$ cat src/rtl/modaddr_pkg.sv
package modaddr_pkg;
  typedef enum logic [1:0] {
    AM_POST  = 2'b00,
    AM_PRE   = 2'b01,
    AM_OFFS  = 2'b10,
    AM_PLAIN = 2'b11
  } amode_t;
endpackage

$ cat src/rtl/modaddr_qual.sv
// Decides whether modulo correction applies to the current access.
module modaddr_qual #(
  parameter int PW = 4
) (
  input  logic          mod_on,
  input  logic [PW-1:0] mod_ptr,
  input  logic [PW-1:0] ptr_idx,
  input  logic          is_write,
  input  logic          brev_on,
  output logic          apply
);
  logic owner;
  logic brev_block;
  always_comb begin
    owner      = (ptr_idx == mod_ptr);
    brev_block = is_write & brev_on;   // bit-reverse wins on writes only
    apply      = mod_on & owner & ~brev_block;
  end
endmodule

$ cat src/rtl/modaddr_wrap.sv
// Adds the step and folds the sum back into [lo, hi] using inequality compares.
module modaddr_wrap #(
  parameter int AW = 16
) (
  input  logic [AW-1:0] base,
  input  logic [AW-1:0] step,
  input  logic [AW-1:0] lo,
  input  logic [AW-1:0] hi,
  input  logic          apply,
  output logic [AW-1:0] res
);
  logic [AW-1:0] sum;
  logic [AW-1:0] span;
  logic          down;
  always_comb begin
    sum  = base + step;
    span = hi - lo + 1'b1;
    down = step[AW-1];
    res  = sum;
    if (apply) begin
      if (!down && (sum > hi))
        res = sum - span;
      else if (down && (sum < lo))
        res = sum + span;
    end
  end
endmodule

$ cat src/rtl/modaddr_gen.sv
module modaddr_gen
  import modaddr_pkg::*;
#(
  parameter int AW   = 16,
  parameter int NPTR = 16,
  localparam int PW  = (NPTR > 1) ? $clog2(NPTR) : 1
) (
  input  logic          clk,
  input  logic          rst,
  input  logic          en,
  input  logic [PW-1:0] ptr_idx,
  input  logic [AW-1:0] ptr_val,
  input  logic [AW-1:0] step,
  input  logic [1:0]    mode,
  input  logic          is_write,
  input  logic          brev_on,
  input  logic          mod_on,
  input  logic [PW-1:0] mod_ptr,
  input  logic [AW-1:0] buf_lo,
  input  logic [AW-1:0] buf_hi,
  output logic          ea_valid,
  output logic [AW-1:0] ea_out,
  output logic          wb_en,
  output logic [PW-1:0] wb_idx,
  output logic [AW-1:0] wb_val
);
  logic          apply;
  logic [AW-1:0] fixed;
  logic [AW-1:0] ea_nxt;
  logic          wb_nxt;
  amode_t        am;

  modaddr_qual #(.PW(PW)) u_qual (
    .mod_on   (mod_on),
    .mod_ptr  (mod_ptr),
    .ptr_idx  (ptr_idx),
    .is_write (is_write),
    .brev_on  (brev_on),
    .apply    (apply)
  );

  modaddr_wrap #(.AW(AW)) u_wrap (
    .base  (ptr_val),
    .step  (step),
    .lo    (buf_lo),
    .hi    (buf_hi),
    .apply (apply),
    .res   (fixed)
  );

  always_comb begin
    am = amode_t'(mode);
    unique case (am)
      AM_POST:  begin ea_nxt = ptr_val; wb_nxt = 1'b1; end
      AM_PRE:   begin ea_nxt = fixed;   wb_nxt = 1'b1; end
      AM_OFFS:  begin ea_nxt = fixed;   wb_nxt = 1'b0; end
      default:  begin ea_nxt = ptr_val; wb_nxt = 1'b0; end
    endcase
  end

  always_ff @(posedge clk) begin
    if (rst) begin
      ea_valid <= 1'b0;
      ea_out   <= '0;
      wb_en    <= 1'b0;
      wb_idx   <= '0;
      wb_val   <= '0;
    end else begin
      ea_valid <= en;
      wb_en    <= en & wb_nxt;
      if (en) begin
        ea_out <= ea_nxt;
        wb_idx <= ptr_idx;
        wb_val <= fixed;
      end
    end
  end
endmodule

$ cat config.mk
export PLATFORM = sky130hd
export DESIGN_NAME = modaddr_gen
export DESIGN_NICKNAME = d
export VERILOG_FILES = /design/src/rtl/modaddr_pkg.sv /design/src/rtl/modaddr_qual.sv /design/src/rtl/modaddr_wrap.sv /design/src/rtl/modaddr_gen.sv
export SDC_FILE = /design/constraint.sdc
export NUM_CORES = 1
export LEC_CHECK = 0
export BUFFER_PORTS_ARGS = -buffer_cell sky130_fd_sc_hd__buf_4
export CORE_MARGIN = 1
export CORE_UTILIZATION = 55
export DETAILED_ROUTE_END_ITERATION = 10
export GPL_ROUTABILITY_DRIVEN = 0
export PLACE_DENSITY = 0.82
export SYNTH_ARGS = -nofsm -noshare
export SYNTH_HDL_FRONTEND = slang
export SYNTH_SLANG_ARGS = --single-unit
$ cat constraint.sdc
create_clock -name clk -period 6.1 [get_ports clk]
set_input_delay 0 -clock clk [delete_from_list [all_inputs] [get_ports clk]]
set_output_delay 0 -clock clk [all_outputs]
set_load 0.02 [all_outputs]
-- Yosys cells after proc, flatten, opt, wreduce, memory -nomap -nowiden
Cells that the tools add are included.
- register bits after elaboration: 38
- word-level logic and storage cells: 31
- output and inout port bits: 38
- bitwise logic cells: 5
- $lt $le $gt $ge: 2
- add/subtract/negate cells: 5
- equality and inequality tests: 3
- multiplexer cells: 5
- reduce and logical (&&, ||, !) cells: 6
- operator list (cell ; count):
    16-bit two-way mux ; 4
    16-bit adder ; 2
    16-bit subtractor ; 2
    16-bit by 1-bit adder with 16-bit output (second input constant) ; 1
    16-bit greater-than comparator ; 1
    16-bit < comparator ; 1
    1-bit AND ; 4
    4-bit equality test ; 1
    2-bit OR reduction ; 2
    2-bit by 1-bit equality test with 1-bit output (second input constant) ; 1
    2-bit equality test (second input constant) ; 1
    1-bit logical AND ; 2
    2-bit logical NOT ; 1
    1-bit logical NOT ; 1
    1-bit two-way mux ; 1
    1-bit inverter ; 1

-- Longest topological paths before layout
Gate-level depths: netlist of run 1.
- depth after elaboration: 7
- depth in mapped cells: 25

-- Hierarchy
Synthesis of run 1 repeated with hierarchy kept, for this count alone.
- cell total of the unflattened synthesis: 669
- area, all modules: 5445.2 µm²
- modules (own cells, without submodules) (module ; cells each ; area an instance (µm²) ; instances):
    modaddr_wrap ; 518 ; 3882.5 ; 1
    modaddr_gen ; 144 ; 1506.4 ; 1
    modaddr_qual ; 7 ; 56.3 ; 1

-- Least setup slack after synthesis of run 1
Ideal clock, no wire load.
- path kind: input port to flip-flop
- from: in buf_hi[1]
- to: reg wb_val[15]
- data arrival time: 4.051 ns
- path slack: 1.914 ns
- cell stages on the path: 22
- required time: 5.964 ns
- library setup time: 0.136 ns
- cell sequence: inv_1 -> ha_1 -> inv_1 -> ha_1 -> fa_1 -> a21o_1 -> a221o_1 -> or2_2 -> a21oi_1 -> o21bai_1 -> xor2_1 -> ha_1 -> clkbuf_1 -> a21o_1 -> a21o_1 -> nor3_1 -> a211oi_1 -> a221oi_2 -> xnor2_2 -> a32oi_1 -> xor2_1 -> a211oi_2
- cells in the longest elaborated chain, start to end: 6
- elaborated cells on any way between the ends: 9
- those cells by class: 4 x add/sub; 1 x order compare; 3 x mux; 1 x reduce/logical
- ends and longest elaborated chain (what ; RTL line ; RTL):
    start, declared ; modaddr_gen.sv:20 ; input logic [AW-1:0] buf_hi,
    16-bit subtractor ; modaddr_wrap.sv:17 ; span = hi - lo + 1'b1;
    16-bit by 1-bit adder with 16-bit output ; modaddr_wrap.sv:17 ;
    16-bit adder ; modaddr_wrap.sv:24 ; res = sum + span;
    16-bit two-way mux ; modaddr_wrap.sv:23 ; else if (down && (sum < lo))
    16-bit two-way mux * ; modaddr_wrap.sv:21 ; if (!down && (sum > hi))
    16-bit two-way mux * ; modaddr_wrap.sv:20 ; if (apply) begin
    end signal, assigned ; modaddr_gen.sv:74 ; wb_val <= fixed;
    end, declared ; modaddr_gen.sv:25 ; output logic [AW-1:0] wb_val
Mark *: on every way between the ends. The rest lies on a longest branch, timed or not.
A chain may end at the register's enable or synchronous reset.

-- Worst setup path in the final report of run 1
- from: in ptr_val[1]
- to: reg ea_out[1]
- cells in the longest elaborated chain, start to end: 7
- elaborated cells on any way between the ends: 11
- those cells by class: 3 x add/sub; 2 x order compare; 4 x mux; 2 x reduce/logical
- ends and longest elaborated chain (what ; RTL line ; RTL):
    start, declared ; modaddr_gen.sv:12 ; input logic [AW-1:0] ptr_val,
    16-bit adder ; modaddr_wrap.sv:16 ; sum = base + step;
    16-bit < comparator ; modaddr_wrap.sv:23 ;
    1-bit logical AND ; modaddr_wrap.sv:23 ;
    16-bit two-way mux ; modaddr_wrap.sv:23 ;
    16-bit two-way mux ; modaddr_wrap.sv:21 ;
    16-bit two-way mux ; modaddr_wrap.sv:20 ;
    16-bit two-way mux * ; modaddr_gen.sv:53 ; unique case (am)
    end signal, assigned ; modaddr_gen.sv:72 ; ea_out <= ea_nxt;
    end, declared ; modaddr_gen.sv:22 ; output logic [AW-1:0] ea_out,
Marked as above.

==> results of run 1 <==
cells by family after synthesis:
group | count (synthesis) | synth area share [%]
buf+inv | 96 | 6.72
fa+ha+maj | 111 | 26.3
mux | 9 | 1.67
simple gates | 177 | 16.6
flops | 38 | 14.1
compound gates | 225 | 28.3
xor+xnor | 38 | 6.30
critical path, delay by kind of cell:
kind	cells	cell delay, ns
AND/OR/NAND/NOR	1	0.07
AO/OA/AOI/OAI	14	3.71
adder cells (fa/ha/maj)	2	0.64
XOR/XNOR	1	0.29
buffers and inverters	2	0.32
path summary, 6_finish.rpt:
kind                            startpoint         end  slack, ns  cells after the start
worst max-delay path            ptr_val[1]   ea_out[1]       1.29                     20
worst min-delay path            ptr_val[2]   ea_out[2]      0.009                      3
worst max register to register  ea_out[15]  ea_out[15]       5.25                      3
worst min register to register   ea_out[0]   ea_out[0]       0.48                      2
repair_timing:
action                                  CTS  global route
hold endpoints to repair                  5             0
endpoints found under the setup margin    0             0
hold buffers                              5             0
cell type report:
cell class | count | area [µm²]
clock buffer | 6 | 82.6
clock inverter | 2 | 60.1
fill | 823 | 2810
inverter | 72 | 270
multi-input combinational | 560 | 4280
sequential | 38 | 761
tap | 129 | 161
timing repair buffer | 125 | 951
power by group:
| group | internal (mW) | total, mW | switching [mW] |
|---|---|---|---|
| logic | 0.495 | 1.19 | 0.697 |
| clock network | 0.175 | 0.271 | 0.0969 |
| registers | 0.272 | 0.285 | 0.0132 |
registers in the layout, indices dropped and copies added, names as in the netlist:
| register | cells |
|---|---|
| wb_val | 16 |
| wb_en | 1 |
| wb_idx | 4 |
| ea_out | 16 |
| ea_valid | 1 |
cells in the final DEF, fill, tap and decap left out, types with 20 or more instances in the layout:
master / netlist / final
buf_4: 0 / 120
ha_1: 107 / 107
inv_1: 72 / 72
a21oi_1: 61 / 61
nor2_1: 56 / 56
dfxtp_1: 38 / 38
a21o_1: 32 / 32
nor3_1: 28 / 28
o21ai_0: 23 / 23
xnor2_1: 22 / 22
nand2_1: 20 / 20
per-layer routing:
| metal | up-vias | global-route usage [%] | wire length [µm] |
|---|---|---|---|
| met5 | - | 0 | 0 |
| met3 | 53 | 2.84 | 804 |
| met4 | 0 | 10.4 | 515 |
| met2 | 233 | 54.0 | 7480 |
| li1 | 2736 | - | - |
| met1 | 2603 | 36.2 | 6400 |
metrics by stage:
step	utilization, %	worst slack, ns	hold WS, ns
3_3_place_gp	68.0	1.22	0.251
5_1_grt	70.0	0.974	0.0419
4_1_cts	70.0	1.37	0.0118
3_5_place_dp	68.0	1.08	0.261
2_1_floorplan	-	1.91	0.0835
6_report	70.0	1.29	0.00897
==> results.md, run 1 <==
* Unrepaired setup endpoints after global routing: false
* Worst vdd ir at around 0.17 mV
* Post_cts resized at 0
* Post-synth EDFFs at 0
* Synthesized area per cell at approximately 7.8 µm²
* Leak Pwr at around 3.3 nW
* CP Data Required Time at ~6.3 ns
* Final Critical Period at 4.81 ns
* Startpoint types: primary input
* All-layer global routing usage at a little under 30%
* Top cells by area, synth: ha_1 (25%), dfxtp_1 (14%), a21oi_1 (5.7%)
* Worst EP arrival at between 5 and 6 ns
* Tcrit/Tclk final at between 70% and 80%
* Yosys reg bits at 38
* First-pass GRT wire length at 24300 µm
* Die X-Extent at ~100 µm
* Clock Pin Slew Worst Setup and Hold Paths at about 0.09 ns
* Nets at slightly below 1000
* CTS H-Tree Depth at 2
* CTS Buf Count at 5
* Clock sinks at 38
* Synth top cells by count: ha_1 (107), inv_1 (72), a21oi_1 (61)
* Non-Filler Instances at roughly 930
* Slowest-stage cell, CP: o21ai_1
* Most common cell in the netlist: ha_1
* Die height at just over 100 µm
* Mapped Cells at approximately 690
* Starting Density at between 50% and 60%
* Vias per cell at between 6 and 7
* Predominant post-synthesis flop cell: dfxtp_1
* Async set-or-reset flop fraction in the synthesized netlist at 0%
* Synth Cell Area at ~5400 µm²
* Vias in the first global route at 5349
* Via Count at around 5600
* Root Buffer Master: clkbuf_8
* Finish-stage setup viols at 0
* First-pass DRT Iterations at 5
* Yosys warning total at 0
* Die area at 10200 µm²
* Slew @ Worst Pin at approximately 1.0 ns
* ANT nets after route at 0
* Critical Path Sink Type: flip-flop
* Max-slew headroom at between 30% and 40%
* Seq/Total Area, Yosys at 14.1%
* Initial antenna violation count at 0
* Total Power at between 1.5 and 2 mW
* Wire per inst at ~16 µm
* Fmax at 208 MHz
* Total Routed Length at about 15000 µm
* Area after DPL at ~6400 µm²
* Layout Skew at 0 ns
* Final instance area at 6560 µm²
* Grt ovf at 0
* Setup bufs post-CTS at 0
* Area Growth Syn to Fin at 21.5%
* Starting DRT DRC Count at roughly 330
* MaxCap Viol Count at 0
* Final Hold Fails at 0
* CTS tree: yes
* Area share of the largest cell type after synthesis at 24.8%
* PortBufs at 117
* Post-route DRC at 0
* Worst Path Max Fanout at 13
* Slew Viols, Final at 0
* Core Rows at 35
* Critical-path cell list: buf_4 > ha_1 > a21o_1 > a21o_1 > a2111oi_2 > o31a_1 > nor3_1 > a21o_1 > a21oi_1 > xnor2_1 > ha_1 > a21o_1 > a21o_1 > a21o_1 > o31a_1 > buf_4 > o21ai_1 > a22oi_1 > a21o_1 > a21oi_1
* Slowest cell delay on critical path at 0.79 ns
* Cell taking the most area after synthesis: ha_1
* Outcome: finished, final reports clean
* Antenna Cells at 0
* Worst min path class: primary input to flip-flop
* Clk_lat worst skew at between 0.2 and 0.3 ns
* Clock Path Buffers at 2
* HPWL after DPL at around 12000 µm
* CP dominant cell by count: a21o_1
* PD cells at ~270 nW/µm²
* Count of different cell masters after synthesis at 63
* # IOs at ~120
* Placeable core area at ~9400 µm²
* Share of layout cells above drive strength 1 at between 15 and 20%
* Kind of critical path: primary input to flip-flop
* Setup total negative slack at 0 ns
* Placed Cells at about 920
* Largest net degree at the start of global routing at 61
* Synth Net Count at 885
Note: power is estimated with default switching activity, not from simulation.
==> run 2, diff against run 1 <==
CORE_UTILIZATION = 51   (was 55)
PLACE_DENSITY = 0.8   (was 0.82)
clock period = 4.2 ns   (was 6.1 ns; I/O delays follow)
==> results.md, run 2 (same netlist as run 1, synthesis figures left out) <==
* Outcome: finished, final reports clean
* Internal power at 1.59 mW (+69%)
* Die area at 11000 µm² (+7.7%)
* CTS Buf Count at 5 (unchanged)
* Die height at 105 µm (+3.8%)
* Via Count at 6040 (+7.4%)
* Total Routed Length at 17400 µm (+14%)
* Largest net degree at the start of global routing at 61 (unchanged)
* Starting Density at 52.5% (-5.1 points)
* Reg2Reg Launch Point: ea_out[15]
* MaxCap Viol Count at 0 (unchanged)
* CP Capture Point: wb_val[15]
* Area Growth Syn to Fin at 34.9%
* Grt ovf at 0 (unchanged)
* Post-route DRC at 0 (unchanged)
* PD cells at 399 nW/µm² (+50%)
* Slew @ Worst Pin at 0.640 ns (-0.361 ns)
* Unrepaired setup endpoints after global routing: true
* Vias in the first global route at 6083 (+14%)
* Area after DPL at 6900 µm² (+8.3%)
* Fmax at approximately 240 MHz
* Die X-Extent at 105 µm (+3.8%)
* Register area at 761 µm² (unchanged)
* Clock sinks at 38 (unchanged)
* First-pass DRT Iterations at 5 (unchanged)
* All-layer global routing usage at 30.7% (+1.0 points)
* Kind of critical path: primary input to flip-flop
* Non-Filler Instances at 1012 (+8.6%)
* Worst min path class: primary input to flip-flop
* Clk_lat worst skew at 0.30 ns (about the same)
* Final Hold Fails at 0 (unchanged)
* Nets at 1066 (+7.4%)
* PortBufs at 117 (unchanged)
* Final instance area at 7290 µm² (+11%)
* Fin util at 70.9% (+0.88 points)
* # IOs at 118 (unchanged)
* R2r setup slk at 3.36 ns (-1.89 ns)
* Net Sw Frac at 45.3% (-0.87 points)
* CP Data Required Time at 4.36 ns (-1.96 ns)
* Commonest non-fill, non-tap cell in the layout: buf_4
* CTS tree: yes
* Reg2reg path depth at 3 (unchanged)
* Worst Slack Setup Final at 0.0675 ns (-1.23 ns)
* Clock Path Buffers at 2 (unchanged)
* Critical Path Sink Type: flip-flop
* Vias per cell at 5.97 (-1.1%)
* Regs by FF count: ea_out (16), wb_val (16), wb_idx (4)
* Worst EP arrival at 4.29 ns (-0.74 ns)
* Worst vdd ir at 0.324 mV (+96%)
* Leak Pwr at 3.74 nW (+12%)
* Root Buffer Master: clkbuf_8
* Clock Pin Slew Worst Setup and Hold Paths at 0.08 ns (about the same)
* Worst Path Max Fanout at 5 (-8)
* Antenna Cells at 0 (unchanged)
* Final Critical Period at 4.13 ns
* Hold WS at 0.0154 ns (+0.00639 ns)
* Placed Cells at 995 (+8.3%)
* Placeable core area at 10300 µm² (+9.7%)
* Tcrit/Tclk final at slightly below 100%
* Initial antenna violation count at 0 (unchanged)
* Register share of total power at 14.3% (-2.0 points)
* P_sw at 1.31 mW (+63%)
* Setup total negative slack at 0 ns (unchanged)
* Slew Viols, Final at 0 (unchanged)
* Logic pwr share at 72.1% (+3.9 points)
* Wire per inst at 17.2 µm (+5.4%)
* Finish-stage setup viols at 0 (unchanged)
* Area of the multi-input gates at 4440 µm² (+3.9%)
* HPWL after DPL at 13500 µm (+12%)
* Placement Setup Slack at -0.347 ns (-1.43 ns)
* CTS H-Tree Depth at 2 (unchanged)
* Total Power at 2.90 mW (+66%)
* ANT nets after route at 0 (unchanged)
* Core Rows at 37 (+5.7%)
* Starting DRT DRC Count at 369 (+13%)
* Worst r2r dst: ea_out[15]
* First-pass GRT wire length at 27800 µm (+14%)
* Clock power frac at 13.6% (-1.9 points)
* Max-slew headroom at 57.3% (+25 points)
* Critical path launch point: buf_hi[1]
* Most frequent cells in the layout: buf_4 (193), ha_1 (106), inv_1 (72), nor2_1 (55), a21oi_1 (53)
* Startpoint types: primary input
* Layout Skew at 0 ns (unchanged)
* Share of layout cells above drive strength 1 at 27.6% (+10 points)
* FILL cells at 815 (-0.97%)
[run 2: worst max-delay path, stage by stage]
cell	delay (ns)
buf_4	0.07
inv_1	0.04
ha_1	0.26
inv_1	0.04
ha_1	0.22
fa_2	0.35
a21o_1	0.18
a221o_1	0.34
or2_4	0.25
a21oi_2	0.13
o21bai_1	0.08
xor2_1	0.23
ha_1	0.30
buf_4	0.18
inv_1	0.07
o21ai_0	0.11
a21oi_1	0.20
a21oi_2	0.11
o2bb2ai_2	0.16
o31ai_2	0.27
xnor2_1	0.10
a32oi_1	0.21
xor2_1	0.26
a211oi_2	0.10
[run 2: final cells by class]
| cell class | instances | area share [%] |
|---|---|---|
| clock buffer | 6 | 1.13 |
| clock inverter | 2 | 0.824 |
| inverter | 72 | 3.71 |
| multi-input combinational | 560 | 61.0 |
| sequential | 38 | 10.4 |
| tap | 136 | 2.34 |
| timing repair buffer | 198 | 20.6 |
[run 2: how the worst min path moves through the flow]
stage | slack [ns] | end | start | cells past startpoint
CTS | 0.01 | ea_out[5] | ptr_val[5] | 3
floorplan | 0.08 | ea_valid | rst | 1
finish | 0.02 | ea_out[5] | ptr_val[5] | 3
detailed placement | 0.26 | wb_idx[1] | ptr_idx[1] | 3
global placement | 0.25 | wb_idx[1] | ptr_idx[1] | 3
global route | 0.03 | ea_out[7] | ptr_val[7] | 3
[run 2: power by group through the flow]
| stage | clock network, mW | registers, mW | logic (mW) |
|---|---|---|---|
| 6_report | 0.396 | 0.415 | 2.09 |
| 3_5_place_dp | 0 | 0.423 | 1.92 |
| 2_1_floorplan | 0 | 0.463 | 1.21 |
| 4_1_cts | 0.394 | 0.415 | 1.94 |
| 5_1_grt | 0.416 | 0.419 | 2.28 |
| 3_3_place_gp | 0 | 0.422 | 1.85 |
[run 2: repair_timing]
action	4_1_cts	5_1_grt
hold buffers	5	0
setup buffers	0	4
pin swaps	0	11
gates resized for setup	1	32
setup endpoints to repair	1	30
endpoints found under the hold margin	5	0
[run 2: routing by layer]
metal / GRT usage, % / up-vias / wire length (µm) / part of all wire, %
met2: 58.4 / 270 / 9000 / 52
met1: 33.9 / 2813 / 6710 / 39
met3: 4.62 / 63 / 1030 / 5.9
li1: - / 2894 / - / -
met5: 0 / - / 0 / 0
met4: 11.8 / 0 / 652 / 3.7
==> run 3, diff against run 2 <==
ABC_AREA = 1   (was not set)
CORE_ASPECT_RATIO = 0.9   (was not set)
CORE_UTILIZATION = 50   (was 51)
PLACE_DENSITY = 0.77   (was 0.8)
==> results.md, run 3 <==
* Outcome: finished, final reports clean
* Share of layout cells above drive strength 1 at 15.6% (-12 points)
* Most common cell in the netlist: nand2_1
* Starting Density at 52.2% (-0.38 points)
* Grt ovf at 0 (unchanged)
* CP dominant cell by count: nand2_1
* Regs by FF count: ea_out (16), wb_val (16), wb_idx (4)
* CTS Buf Count at 5 (unchanged)
* Synth Cell Area at 6040 µm² (+12%)
* PD cells at 382 nW/µm² (-4.1%)
* First-pass DRT Iterations at 5 (unchanged)
* Vias in the first global route at 5851 (-3.8%)
* Yosys reg bits at 38 (unchanged)
* Finish-stage setup viols at 0 (unchanged)
* Slowest cell delay on critical path at 0.44 ns (+0.09 ns)
* CP Data Required Time at 4.42 ns (+0.06 ns)
* Placeable core area at 11600 µm² (+13%)
* Root Buffer Master: clkbuf_16
* FILL cells at 1160 (+42%)
* Wire per inst at 12.7 µm (-26%)
* Starting DRT DRC Count at 482 (+31%)
* ANT nets after route at 0 (unchanged)
* Count of different cell masters after synthesis at 40 (-37%)
* All-layer global routing usage at 25.4% (-5.3 points)
* Leak Pwr at 4.07 nW (+8.9%)
* Kind of critical path: primary input to flip-flop
* Clock Path Buffers at 2 (unchanged)
* First-pass GRT wire length at 26400 µm (-4.9%)
* Top Family by Delay on Critical Path: simple AND/OR/NAND/NOR gates
* Post-route DRC at 0 (unchanged)
* Vias per cell at 5.20 (-13%)
* Clock Pin Slew Worst Setup and Hold Paths at 0.05 ns (-0.03 ns)
* PortBufs at 117 (unchanged)
* Core Rows at 37 (unchanged)
* HPWL after DPL at 13200 µm (-2.7%)
* Via Count at 6391 (+5.8%)
* Worst min path class: primary input to flip-flop
* Area Growth Syn to Fin at 19.8%
* Clk_lat worst skew at 0.28 ns (-0.02 ns)
* Worst vdd ir at 0.201 mV (-38%)
* Predominant post-synthesis flop cell: dfxtp_1
* Yosys warning total at 0 (unchanged)
* Tcrit/Tclk final at 90.0% (-8.4 points)
* Placement Setup Slack at 0.212 ns (+0.559 ns)
* Worst Path Max Fanout at 8 (+3)
* Initial antenna violation count at 0 (unchanged)
* Area after DPL at 7040 µm² (+2.2%)
* Die X-Extent at 118 µm (+12%)
* CTS H-Tree Depth at 2 (unchanged)
* CTS tree: yes
* Seq/Total Area, Yosys at 12.6% (-1.5 points)
* Largest net degree at the start of global routing at 44 (-28%)
* Clock sinks at 38 (unchanged)
* Synthesized area per cell at 6.27 µm² (-19%)
* Slowest-stage cell, CP: xor2_1
* Cell taking the most area after synthesis: ha_1
* Die area at 12500 µm² (+14%)
* Final Critical Period at 3.78 ns (-0.352 ns)
* Critical Path Sink Type: flip-flop
* Top cells by area, synth: ha_1 (22%), nand2_1 (14%), dfxtp_1 (13%)
* Max-slew headroom at 26.0% (-31 points)
* Final Hold Fails at 0 (unchanged)
* Die height at 106 µm (+1.3%)
* Critical path buffer and inverter count at 3 (-2)
* Fmax at 265 MHz (+9.3%)
* Post-synth EDFFs at 0 (unchanged)
* Area share of the largest cell type after synthesis at 22.2% (-2.6 points)
* MaxCap Viol Count at 0 (unchanged)
* Worst Slack Setup Final at 0.419 ns (+0.352 ns)
* Mapped Cells at 962 (+39%)
* Synth top cells by count: nand2_1 (221), inv_1 (142), ha_1 (107)
* Startpoint types: primary input
* Synth Net Count at 1153 (+30%)
* Total Routed Length at 15600 µm (-10%)
* Async set-or-reset flop fraction in the synthesized netlist at 0% (unchanged)
* R2r setup slk at 3.46 ns (+0.10 ns)
* Commonest non-fill, non-tap cell in the layout: nand2_1
* Final instance area at 7230 µm² (-0.74%)
* Slew @ Worst Pin at 1.10 ns (+0.462 ns)
* Nets at 1263 (+18%)
* Antenna Cells at 0 (unchanged)
* Setup total negative slack at 0 ns (unchanged)
* Worst EP arrival at 4.00 ns (-0.29 ns)
* Layout Skew at 0 ns (unchanged)
* Slew Viols, Final at 0 (unchanged)
* Most frequent cells in the layout: nand2_1 (221), inv_1 (142), buf_4 (121), ha_1 (107), nor2_1 (95)
* Setup bufs post-CTS at 0 (unchanged)
* Unrepaired setup endpoints after global routing: false
* # IOs at 118 (unchanged)
[run 3: what timing repair did]
action,in CTS,in global routing
resized for setup,0,0
hold buffers,4,0
hold endpoints to repair,4,0
[run 3: path summary, 6_finish.rpt]
check | to | start | cells after the start
hold reg to reg | ea_out[3] | ea_out[3] | 2
setup reg to reg | wb_val[1] | wb_val[1] | 4
hold / removal | ea_out[15] | rst | 2
setup / recovery | ea_out[6] | ptr_val[0] | 25
[run 3: cell type report]
cell class | count | area [µm²] | share of cell area (%)
Clock buffer | 7 | 143 | 1.97
Clock inverter | 1 | 5.00 | 0.0692
Inverter | 151 | 567 | 7.84
Multi-Input combinational cell | 751 | 4610 | 63.8
Sequential cell | 38 | 761 | 10.5
Tap cell | 156 | 195 | 2.70
Timing Repair Buffer | 125 | 948 | 13.1
[run 3: per-stage QoR]
stage               instances  power [mW]  util, %  hold WS [ns]
floorplan                 962        1.88        -        0.0843
global placement         1217        2.33     60.9         0.242
detailed placement       1217        2.35     60.9         0.247
CTS                      1229        2.74     62.5        0.0580
global route             1229        3.06     62.5        0.0852
finish                   1229        2.76     62.5        0.0732
[run 3: cell families after synthesis]
family / synth area share (%)
AO/OA/AOI/OAI: 17.6
XOR/XNOR: 6.82
adder cells (fa/ha/maj): 23.5
buffers and inverters: 11.0
flip-flops: 12.6
AND/OR/NAND/NOR: 28.5
[run 3: layer usage]
metal	GRT usage (%)	up-vias	share of wire, %
met5	0	-	0
met4	3.11	0	0.65
met3	4.35	11	6.3
met2	45.1	183	47
met1	32.7	2858	46
li1	-	3339	-
[run 3: power by group]
group	switching, mW	leakage (nW)	internal [mW]
sequential	0.0185	0.315	0.395
combinational	1.25	3.68	0.727
clock	0.142	0.0739	0.235
total	1.41	4.07	1.36
